===== src/rtl/io_sel_pkg.sv =====
package io_sel_pkg;
  localparam int SW_W      = 4;
  localparam int BASE_LSB  = 5;
  localparam int ADDR_W    = BASE_LSB + SW_W;
  localparam int DEC_W     = 4;
  localparam int NUM_DEC   = 2;
  localparam int WIN_W     = DEC_W + $clog2(NUM_DEC);
  localparam int WIN_N     = 1 << WIN_W;
  localparam int NUM_SLOTS = 4;
  localparam int SLOT_PRT  = 4;
  // fixed functional layout of the window
  localparam int OFF_IRQ   = 0;
  localparam int N_IRQ     = 4;
  localparam int OFF_CLK   = 4;
  localparam int OFF_MEM   = 8;
  localparam int N_MEM     = 3;
  localparam int OFF_GAP   = OFF_MEM + N_MEM;
  localparam int OFF_SLOT  = 16;
  localparam int N_SLOT    = NUM_SLOTS * SLOT_PRT;
endpackage


===== src/rtl/io_base_match.sv =====
module io_base_match #(
  parameter int SW_W     = 4,
  parameter int BASE_LSB = 5
) (
  input  logic [SW_W-1:0] base_bits_i,
  input  logic [SW_W-1:0] base_sw_i,
  input  logic            aen_i,
  input  logic            ior_ni,
  input  logic            iow_ni,
  output logic            hit_o
);
  logic strobe;
  assign strobe = ~ior_ni | ~iow_ni;
  assign hit_o  = (base_bits_i == base_sw_i) & ~aen_i & strobe;
endmodule


===== src/rtl/io_dec16.sv =====
module io_dec16 #(
  parameter int DEC_W = 4,
  localparam int N    = 1 << DEC_W
) (
  input  logic             en_i,
  input  logic [DEC_W-1:0] idx_i,
  output logic [N-1:0]     sel_no
);
  for (genvar i = 0; i < N; i++) begin : g_out
    assign sel_no[i] = ~(en_i && (idx_i == DEC_W'(i)));
  end
endmodule


===== src/rtl/io_sel_decoder.sv =====
module io_sel_decoder
  import io_sel_pkg::*;
(
  input  logic                           clk_i,
  input  logic                           rst_ni,
  input  logic [ADDR_W-1:0]              addr_i,
  input  logic                           aen_i,
  input  logic                           ior_ni,
  input  logic                           iow_ni,
  input  logic [SW_W-1:0]                base_sw_i,
  output logic [N_IRQ-1:0]               irq_sel_no,
  output logic [NUM_SLOTS-1:0]           clk_sel_no,
  output logic [N_MEM-1:0]               mem_sel_no,
  output logic [N_SLOT-1:0]              slot_sel_no
);
  localparam int DEC_N  = 1 << DEC_W;
  localparam int BANK_W = WIN_W - DEC_W;

  logic             hit;
  logic [WIN_N-1:0] win_n;
  logic             gap_unused;

  io_base_match #(.SW_W(SW_W), .BASE_LSB(BASE_LSB)) u_match (
    .base_bits_i (addr_i[ADDR_W-1:BASE_LSB]),
    .base_sw_i   (base_sw_i),
    .aen_i       (aen_i),
    .ior_ni      (ior_ni),
    .iow_ni      (iow_ni),
    .hit_o       (hit)
  );

  for (genvar d = 0; d < NUM_DEC; d++) begin : g_bank
    logic bank_en;
    assign bank_en = hit && (addr_i[WIN_W-1:DEC_W] == BANK_W'(d));
    io_dec16 #(.DEC_W(DEC_W)) u_dec (
      .en_i   (bank_en),
      .idx_i  (addr_i[DEC_W-1:0]),
      .sel_no (win_n[d*DEC_N +: DEC_N])
    );
  end

  // offsets between the shared-memory group and the slot quads are unpopulated
  assign gap_unused = &win_n[OFF_SLOT-1:OFF_GAP];

  always_ff @(posedge clk_i or negedge rst_ni) begin
    if (!rst_ni) begin
      irq_sel_no  <= '1;
      clk_sel_no  <= '1;
      mem_sel_no  <= '1;
      slot_sel_no <= '1;
    end else begin
      irq_sel_no  <= win_n[OFF_IRQ +: N_IRQ];
      clk_sel_no  <= win_n[OFF_CLK +: NUM_SLOTS];
      mem_sel_no  <= win_n[OFF_MEM +: N_MEM];
      slot_sel_no <= win_n[OFF_SLOT +: N_SLOT];
    end
  end
endmodule


===== config.mk =====
export PLATFORM = sky130hd
export DESIGN_NAME = io_sel_decoder
export DESIGN_NICKNAME = d
export VERILOG_FILES = /design/src/rtl/io_sel_pkg.sv /design/src/rtl/io_base_match.sv /design/src/rtl/io_dec16.sv /design/src/rtl/io_sel_decoder.sv
export SDC_FILE = /design/constraint.sdc
export NUM_CORES = 1
export LEC_CHECK = 0
export CAP_MARGIN = 20
export CELL_PAD_IN_SITES_DETAIL_PLACEMENT = 2
export CELL_PAD_IN_SITES_GLOBAL_PLACEMENT = 2
export CORE_MARGIN = 3
export CORE_UTILIZATION = 33
export DETAILED_ROUTE_END_ITERATION = 10
export DONT_BUFFER_PORTS = 1
export PLACE_DENSITY = 0.76
export SLEW_MARGIN = 10
export SYNTH_ARGS = -nofsm -noshare
export SYNTH_HDL_FRONTEND = slang
export SYNTH_HIERARCHICAL = 1
export SYNTH_SLANG_ARGS = --single-unit
export TNS_END_PERCENT = 50

===== constraint.sdc =====
create_clock -name clk_i -period 0.8 [get_ports clk_i]
set_input_delay 0.04 -clock clk_i [delete_from_list [all_inputs] [get_ports clk_i]]
set_output_delay 0.04 -clock clk_i [all_outputs]
set_load 0.05 [all_outputs]

==> results of run 1 <==
## state kept, by name, summed over array words and instances, names as in the netlist
name and flops:
slot_sel_no 16, clk_sel_no 4, irq_sel_no 4, mem_sel_no 3
## how the worst max path moves through the flow
stage                       to  cells past startpoint
6_report       slot_sel_no[10]                      0
5_1_grt         slot_sel_no[8]                      0
4_1_cts        slot_sel_no[10]                      0
3_5_place_dp     mem_sel_no[2]                      6
3_3_place_gp   slot_sel_no[14]                      6
2_1_floorplan    mem_sel_no[2]                      5
## timing repair
action | CTS | global route
setup endpoints to repair | 52 | 54
hold buffers | 6 | 1
hold endpoints to repair | 54 | 2
pin swaps | 4 | 5
resized for setup | 7 | 8
## routing by layer
metal  track usage, %  up-vias
li1                 -      268
met2             22.1       28
met3             2.94        4
met4             6.50        0
met1             14.6      294
met5                0        -
## power by group
group          switching (mW)  internal [mW]  leakage [nW]  total [mW]
Clock                   0.392          0.191        0.0139       0.583
Sequential            0.00607           1.38         0.284        1.38
Combinational          0.0881         0.0962         0.193       0.184
## area by class of cell
class                      instances  area, um^2  area share (%)
clock buffer                       3        22.5            1.79
clock inverter                     1        7.51           0.596
multi-input combinational         49         390            31.0
sequential                        27         709            56.4
tap                               31        38.8            3.08
timing repair buffer               7        90.1            7.16
## stage by stage
step                      area [um^2]  total power, mW
after floorplan                  1030             1.46
after global placement           1070             1.47
after detailed placement         1070             1.47
after CTS                        1220             2.17
after global routing             1260             2.23
final                            1260             2.15
==> flow_summary.json, run 1 <==
{
  "rows": 19,
  "cts_root_buffer": "clkbuf_4",
  "finalCoreUtilization_pct": 44.5,
  "setup_ws_ns": -0.283,
  "dpl.hpwl_mm": 1.55,
  "report.final.slew_viol_count": 0,
  "hold_depth": 2,
  "min_period_ns": 1.08,
  "drc": 0,
  "highest_layer": "met4",
  "hold_path_class": "primary input to flop",
  "violations": "setup timing",
  "layout_common_cells": "dfstp_2 (27), nand2_1 (22), and2b_2 (5), nand3_1 (5), dlymetal6s4s_1 (4)",
  "drive_above_1_share_pct": 56.3,
  "die-width_um": 61.1,
  "critPathLaunch": "slot_sel_no[10]",
  "syn_inst": 76,
  "crit_arrival_ns": 1.04,
  "status": "finished with violations",
  "finalHoldViolCount": 0,
  "areaGrowthSynthToFinish_pct": 25.4,
  "grt_pass1_wl_mm": 3.32,
  "clockBufferDepth": 2,
  "syn-num-nets": 94,
  "relSlewSlack_pct": 76.0,
  "min_period_over_period_pct": 135,
  "die_height_um": 61.1,
  "clk_pin_slew_ns": 0.14,
  "power_density_nw_per_um2": 1710,
  "synth-warning-count": 6,
  "route.met3.wl_um": 155,
  "hp-start": "addr_i[2]",
  "wl_met2_mm": 1.15,
  "dp_slack_ns": -0.471,
  "grt_pass1_vias": 677,
  "n_fill_cell": 282,
  "grt_max_degree": 28,
  "whs_ns": 0.0177,
  "netlist_area_um2": 1000,
  "antenna_cells": 0,
  "drtIter0Drc": 13,
  "rsz0062_at_grt": "true",
  "cp.required_ns": 0.76,
  "cts.sinks": 27,
  "start_util_pct": 35.5,
  "p_leak_nw": 0.491,
  "m1WireLength_um": 819,
  "fmax_mhz": 924,
  "num_vias": 594,
  "dieArea_um2": 3740,
  "end_kind": "output port",
  "vias_per_cell": 5.03,
  "wirelength_mm": 2.16,
  "vdd.ir_drop.worst_v": 0.000590,
  "postCtsSetupBuffers": 0,
  "final_cells": 118,
  "maxCapViolations": 0,
  "numCtsBuffers": 3,
  "postRouteAntennaNets": 0,
  "place_congestion": 0.693,
  "antenna_found_initial": 0,
  "tightest_slew_ns": 0.360,
  "core_um2": 2830,
  "crit_path_start_kind": "flop",
  "nets": 106,
  "whs_endpoint": "slot_sel_no[1]",
  "h-tree-depth": 1,
  "io_buffers": 0,
  "finalSetupViolations": 33,
  "path_max_fanout": 1,
  "syn_avg_cell_area_um2": 13.2,
  "routedWlPerCell_um": 18.3,
  "cts_tree": "yes",
  "setup_tns_ns": -7.56,
  "first_pass_iters": 3,
  "grt_overflow_total": 0,
  "placed_cells": 107,
  "final_common_cell": "dfstp_2",
  "worst-setup-path-type": "flop to output port",
  "grtUsageTotal_pct": 12.7,
  "num_io_pins": 45
}
Power figures use the tool's default switching activity.
==> run 2, diff against run 1 <==
--- a/config.mk
+++ b/config.mk
@@ -8,12 +8,13 @@
 export CAP_MARGIN = 20
 export CELL_PAD_IN_SITES_DETAIL_PLACEMENT = 2
 export CELL_PAD_IN_SITES_GLOBAL_PLACEMENT = 2
+export CORE_ASPECT_RATIO = 1.25
 export CORE_MARGIN = 3
 export CORE_UTILIZATION = 33
 export DETAILED_ROUTE_END_ITERATION = 10
 export DONT_BUFFER_PORTS = 1
+export MAX_ROUTING_LAYER = met4
 export PLACE_DENSITY = 0.76
-export SLEW_MARGIN = 10
 export SYNTH_ARGS = -nofsm -noshare
 export SYNTH_HDL_FRONTEND = slang
 export SYNTH_HIERARCHICAL = 1
==> run 2 against run 1 <==
The flow still finishes with violations (setup timing). Combinational power fell by 7%. Utilization fell by 0.11 points. Sequential share of layout area rose by 1.0 points. Via count rose by 1.5%. Hold slack got worse by 0.0062 ns. Final cell count rose by 1.7%. Power fell by 2.3%. First-iteration DRC count rose by 23%. Worst setup slack improved by 0.018 ns. Sequential cell count did not move. Sequential power barely moved.
==> flow_summary.json, run 2 (synthesized netlist as in run 1, its figures left out) <==
{
  "grt_pass1_vias": 680,
  "io_buffers": 0,
  "rsz0062_at_grt": "true",
  "hold_depth": 2,
  "relSlewSlack_pct": 73.0,
  "vias_per_cell": 5.03,
  "h-tree-depth": 1,
  "p_int_mw": 1.65,
  "multi_input_area_um2": 378,
  "antenna_found_initial": 0,
  "grtUsageTotal_pct": 13.1,
  "drtIter0Drc": 16,
  "finalSetupViolations": 35,
  "cts_tree": "yes",
  "num_vias": 603,
  "routedWlPerCell_um": 18.6,
  "tightest_slew_ns": 0.404,
  "maxCapViolations": 0,
  "cts.sinks": 27,
  "min_period_over_period_pct": 133,
  "place_congestion": 0.679,
  "rows": 21,
  "power_density_nw_per_um2": 1700,
  "die-width_um": 55.3,
  "numCtsBuffers": 3,
  "grt_overflow_total": 0,
  "status": "finished with violations",
  "finalHoldViolCount": 0,
  "cts_root_buffer": "clkbuf_4",
  "path_max_fanout": 1,
  "n_fill_cell": 277,
  "die_height_um": 67.7,
  "route.met3.wl_um": 148,
  "antenna_cells": 0,
  "swShare_pct": 21.4,
  "num_io_pins": 45,
  "drive_above_1_share_pct": 59.3,
  "dpl.hpwl_mm": 1.63,
  "crit_arrival_ns": 1.02,
  "fmax_mhz": 939,
  "end_kind": "output port",
  "comb_power_share_pct": 8.1,
  "placed_cells": 110,
  "largest_reg_flops": 16,
  "violations": "setup timing",
  "wl_met2_mm": 1.19,
  "highest_layer": "met3",
  "wirelength_mm": 2.23,
  "pwr-share-seq_pct": 65.8,
  "layout_common_cells": "dfstp_2 (27), nand2_1 (21), and2b_2 (5)",
  "final_common_cell": "dfstp_2",
  "areaGrowthSynthToFinish_pct": 23.2,
  "m1WireLength_um": 889,
  "drc": 0,
  "finalCoreUtilization_pct": 44.4,
  "hold_path_class": "primary input to flop",
  "crit_path_start_kind": "flop",
  "first_pass_iters": 4,
  "grt_pass1_wl_mm": 3.67,
  "clockBufferDepth": 2,
  "pwr-share-clk_pct": 26.1,
  "core_um2": 2790,
  "report.final.slew_viol_count": 0,
  "setup_ws_ns": -0.265,
  "postRouteAntennaNets": 0,
  "reg_top3": "slot_sel_no: 16 flops, clk_sel_no: 4 flops, irq_sel_no: 4 flops",
  "final_cells": 120,
  "p_sw_mw": 0.449,
  "worst-setup-path-type": "flop to output port",
  "clk_pin_slew_ns": 0.13,
  "top_register": "slot_sel_no",
  "nets": 105,
  "dp_slack_ns": -0.459,
  "dieArea_um2": 3740,
  "vdd.ir_drop.worst_v": 0.000726,
  "p_leak_nw": 0.486,
  "start_util_pct": 36.0,
  "setup_tns_ns": -7.20,
  "grt_max_degree": 28,
  "seq_area_um2": 709,
  "cp.required_ns": 0.76,
  "min_period_ns": 1.06,
  "cp.depth": 0
}
==> run 2: stage by stage <==
step / hold slack [ns] / cell area (um^2) / power (mW)
floorplan: -0.108 / 1030 / 1.46
global placement: -0.106 / 1070 / 1.47
detailed placement: -0.106 / 1070 / 1.47
CTS: 0.00396 / 1190 / 2.12
global route: 0.0188 / 1240 / 2.21
finish: 0.0116 / 1240 / 2.10
==> run 2: metal layers <==
| layer | global-route usage, % | vias to the layer above |
|---|---|---|
| li1 | - | 267 |
| met1 | 14.8 | 306 |
| met2 | 22.6 | 30 |
| met3 | 1.72 | 0 |
| met4 | 7.29 | 0 |
| met5 | - | - |
==> run 2: final cells by class <==
class                   count  share of cell area, %
multi-input cells          49                   30.6
well taps                  34                   3.44
flip-flops and latches     27                   57.4
repair buffers              6                   6.48
clock buffers               4                   2.13
==> run 2: final timing paths <==
path,to,slack [ns],from
max in group asynchronous,slot_sel_no[7],0.43,rst_ni
max,irq_sel_no[2],-0.26,irq_sel_no[2]
min in group asynchronous,irq_sel_no[1],0.34,rst_ni
min,irq_sel_no[3],0.01,addr_i[3]
==> run 2: timing repair <==
item / in CTS / in global routing
pin swaps: 4 / 6
hold buffers: 6 / 0
endpoints found under the hold margin: 54 / 0
resized for setup: 6 / 10
buffers inserted: 0 / 0
endpoints found under the setup margin: 51 / 54
==> run 2: power by group through the flow <==
| stage | clock [mW] | sequential [mW] | combinational, mW |
|---|---|---|---|
| 6_report | 0.548 | 1.38 | 0.171 |
| 5_1_grt | 0.642 | 1.38 | 0.189 |
| 4_1_cts | 0.582 | 1.38 | 0.152 |
| 3_5_place_dp | 0 | 1.40 | 0.0685 |
| 3_3_place_gp | 0 | 1.40 | 0.0651 |
| 2_1_floorplan | 0 | 1.40 | 0.0590 |
==> run 3, diff against run 2 <==
--- a/config.mk
+++ b/config.mk
@@ -15,6 +15,7 @@
 export DONT_BUFFER_PORTS = 1
 export MAX_ROUTING_LAYER = met4
 export PLACE_DENSITY = 0.76
+export SETUP_SLACK_MARGIN = 0.05
 export SYNTH_ARGS = -nofsm -noshare
 export SYNTH_HDL_FRONTEND = slang
 export SYNTH_HIERARCHICAL = 1
==> run 3 against run 2 <==
The run still ends with setup timing left. Non-clock buffer count stayed put. Largest cell class unchanged. Routed wire length decreased by 0.31%. Hold slack about the same. Die area unchanged. Critical path depth unchanged. Fmax about the same. Sequential share of layout area unchanged. Utilization stayed put. Highest routed layer unchanged. Design area did not move. Via count fell by 0.83%. Combinational power about the same. Sequential power about the same.
==> flow_summary.json, run 3 (synthesized netlist as in run 1, its figures left out) <==
{
  "drtIter0Drc": 15,
  "grt_max_degree": 28,
  "cts_root_buffer": "clkbuf_4",
  "antenna_found_initial": 0,
  "areaGrowthSynthToFinish_pct": 23.2,
  "crit_path_start_kind": "flop",
  "finalSetupViolations": 35,
  "die_height_um": 67.7,
  "top_register": "slot_sel_no",
  "final_cells": 120,
  "grt_overflow_total": 0,
  "cts.sinks": 27,
  "vias_per_cell": 4.98,
  "die-width_um": 55.3,
  "end_kind": "output port",
  "fmax_mhz": 939,
  "whs_ns": 0.0113,
  "drive_above_1_share_pct": 59.3,
  "placed_cells": 110,
  "hold_path_class": "primary input to flop",
  "largest_reg_flops": 16,
  "layout_common_cells": "dfstp_2 (27), nand2_1 (21), and2b_2 (5)",
  "io_buffers": 0,
  "power_density_nw_per_um2": 1700,
  "nets": 105,
  "worst-setup-path-type": "flop to output port",
  "start_util_pct": 36.0,
  "cp.required_ns": 0.76,
  "maxCapViolations": 0,
  "rsz0062_at_grt": "true",
  "final_common_cell": "dfstp_2",
  "p_leak_nw": 0.486,
  "relSlewSlack_pct": 72.9,
  "path_max_fanout": 1,
  "grt_pass1_vias": 683,
  "power_mw": 2.10,
  "num_io_pins": 45,
  "status": "finished with violations",
  "min_period_over_period_pct": 133,
  "core_um2": 2790,
  "num_vias": 598,
  "drc": 0,
  "wirelength_mm": 2.22,
  "routedWlPerCell_um": 18.5,
  "h-tree-depth": 1,
  "dieArea_um2": 3740,
  "antenna_cells": 0,
  "min_period_ns": 1.07,
  "dpl.hpwl_mm": 1.63,
  "setup_ws_ns": -0.265,
  "clockBufferDepth": 2,
  "grt_pass1_wl_mm": 3.67,
  "crit_arrival_ns": 1.03,
  "clk_pin_slew_ns": 0.13,
  "vdd.ir_drop.worst_v": 0.000727,
  "cts_tree": "yes",
  "violations": "setup timing",
  "postRouteAntennaNets": 0,
  "first_pass_iters": 4,
  "report.final.slew_viol_count": 0,
  "reg_top3": "slot_sel_no: 16 flops, clk_sel_no: 4 flops, irq_sel_no: 4 flops",
  "grtUsageTotal_pct": 13.1,
  "place_congestion": 0.679,
  "tightest_slew_ns": 0.406,
  "n_fill_cell": 277,
  "rows": 21,
  "finalHoldViolCount": 0,
  "numCtsBuffers": 3
}
run 3: cell counts in the layout (fill, tap and decap cells not counted):
No cell type changed its count.
run 3: what timing repair did:
item                                    CTS  global route
resized for setup                         6            10
pin swaps                                 8             6
hold endpoints to repair                 54             0
setup buffers                             0             0
hold buffers                              6             0
endpoints found under the setup margin   54            54
run 3: cell type report:
type	count	area, um^2	area share (%)
clock buffers	4	26.3	2.13
multi-input cells	49	378	30.6
flip-flops and latches	27	709	57.4
well taps	34	42.5	3.44
repair buffers	6	80.1	6.48
run 3: path summary, 6_finish.rpt:
kind	startpoint	to	slack [ns]	cells past startpoint
max	irq_sel_no[2]	irq_sel_no[2]	-0.27	0
min	addr_i[3]	irq_sel_no[3]	0.01	2
max in group asynchronous	rst_ni	slot_sel_no[7]	0.43	2
min in group asynchronous	rst_ni	irq_sel_no[1]	0.34	2
run 3: power by group:
part	total, mW	leakage (nW)	switching [mW]	internal, mW
registers	1.38	0.284	0.00609	1.38
clock network	0.549	0.0150	0.355	0.195
logic	0.171	0.187	0.0894	0.0817
run 3: stage by stage:
| step | TNS (ns) | util, % | instance area, um^2 | setup slack [ns] |
|---|---|---|---|---|
| floorplan | -5.92 | - | 1030 | -0.268 |
| finish | -7.18 | 44.4 | 1240 | -0.265 |
| CTS | -9.27 | 42.6 | 1190 | -0.286 |
| global placement | -9.15 | 38.6 | 1070 | -0.418 |
| detailed placement | -10.49 | 38.6 | 1070 | -0.459 |
| global route | -9.24 | 44.4 | 1240 | -0.306 |
run 3: layer usage:
layer | vias up | track usage [%] | routed length, um
met2 | 30 | 22.6 | 1200
met5 | - | - | 0
met1 | 302 | 14.8 | 876
met3 | 0 | 1.72 | 148
li1 | 266 | - | -
met4 | 0 | 7.29 | 0
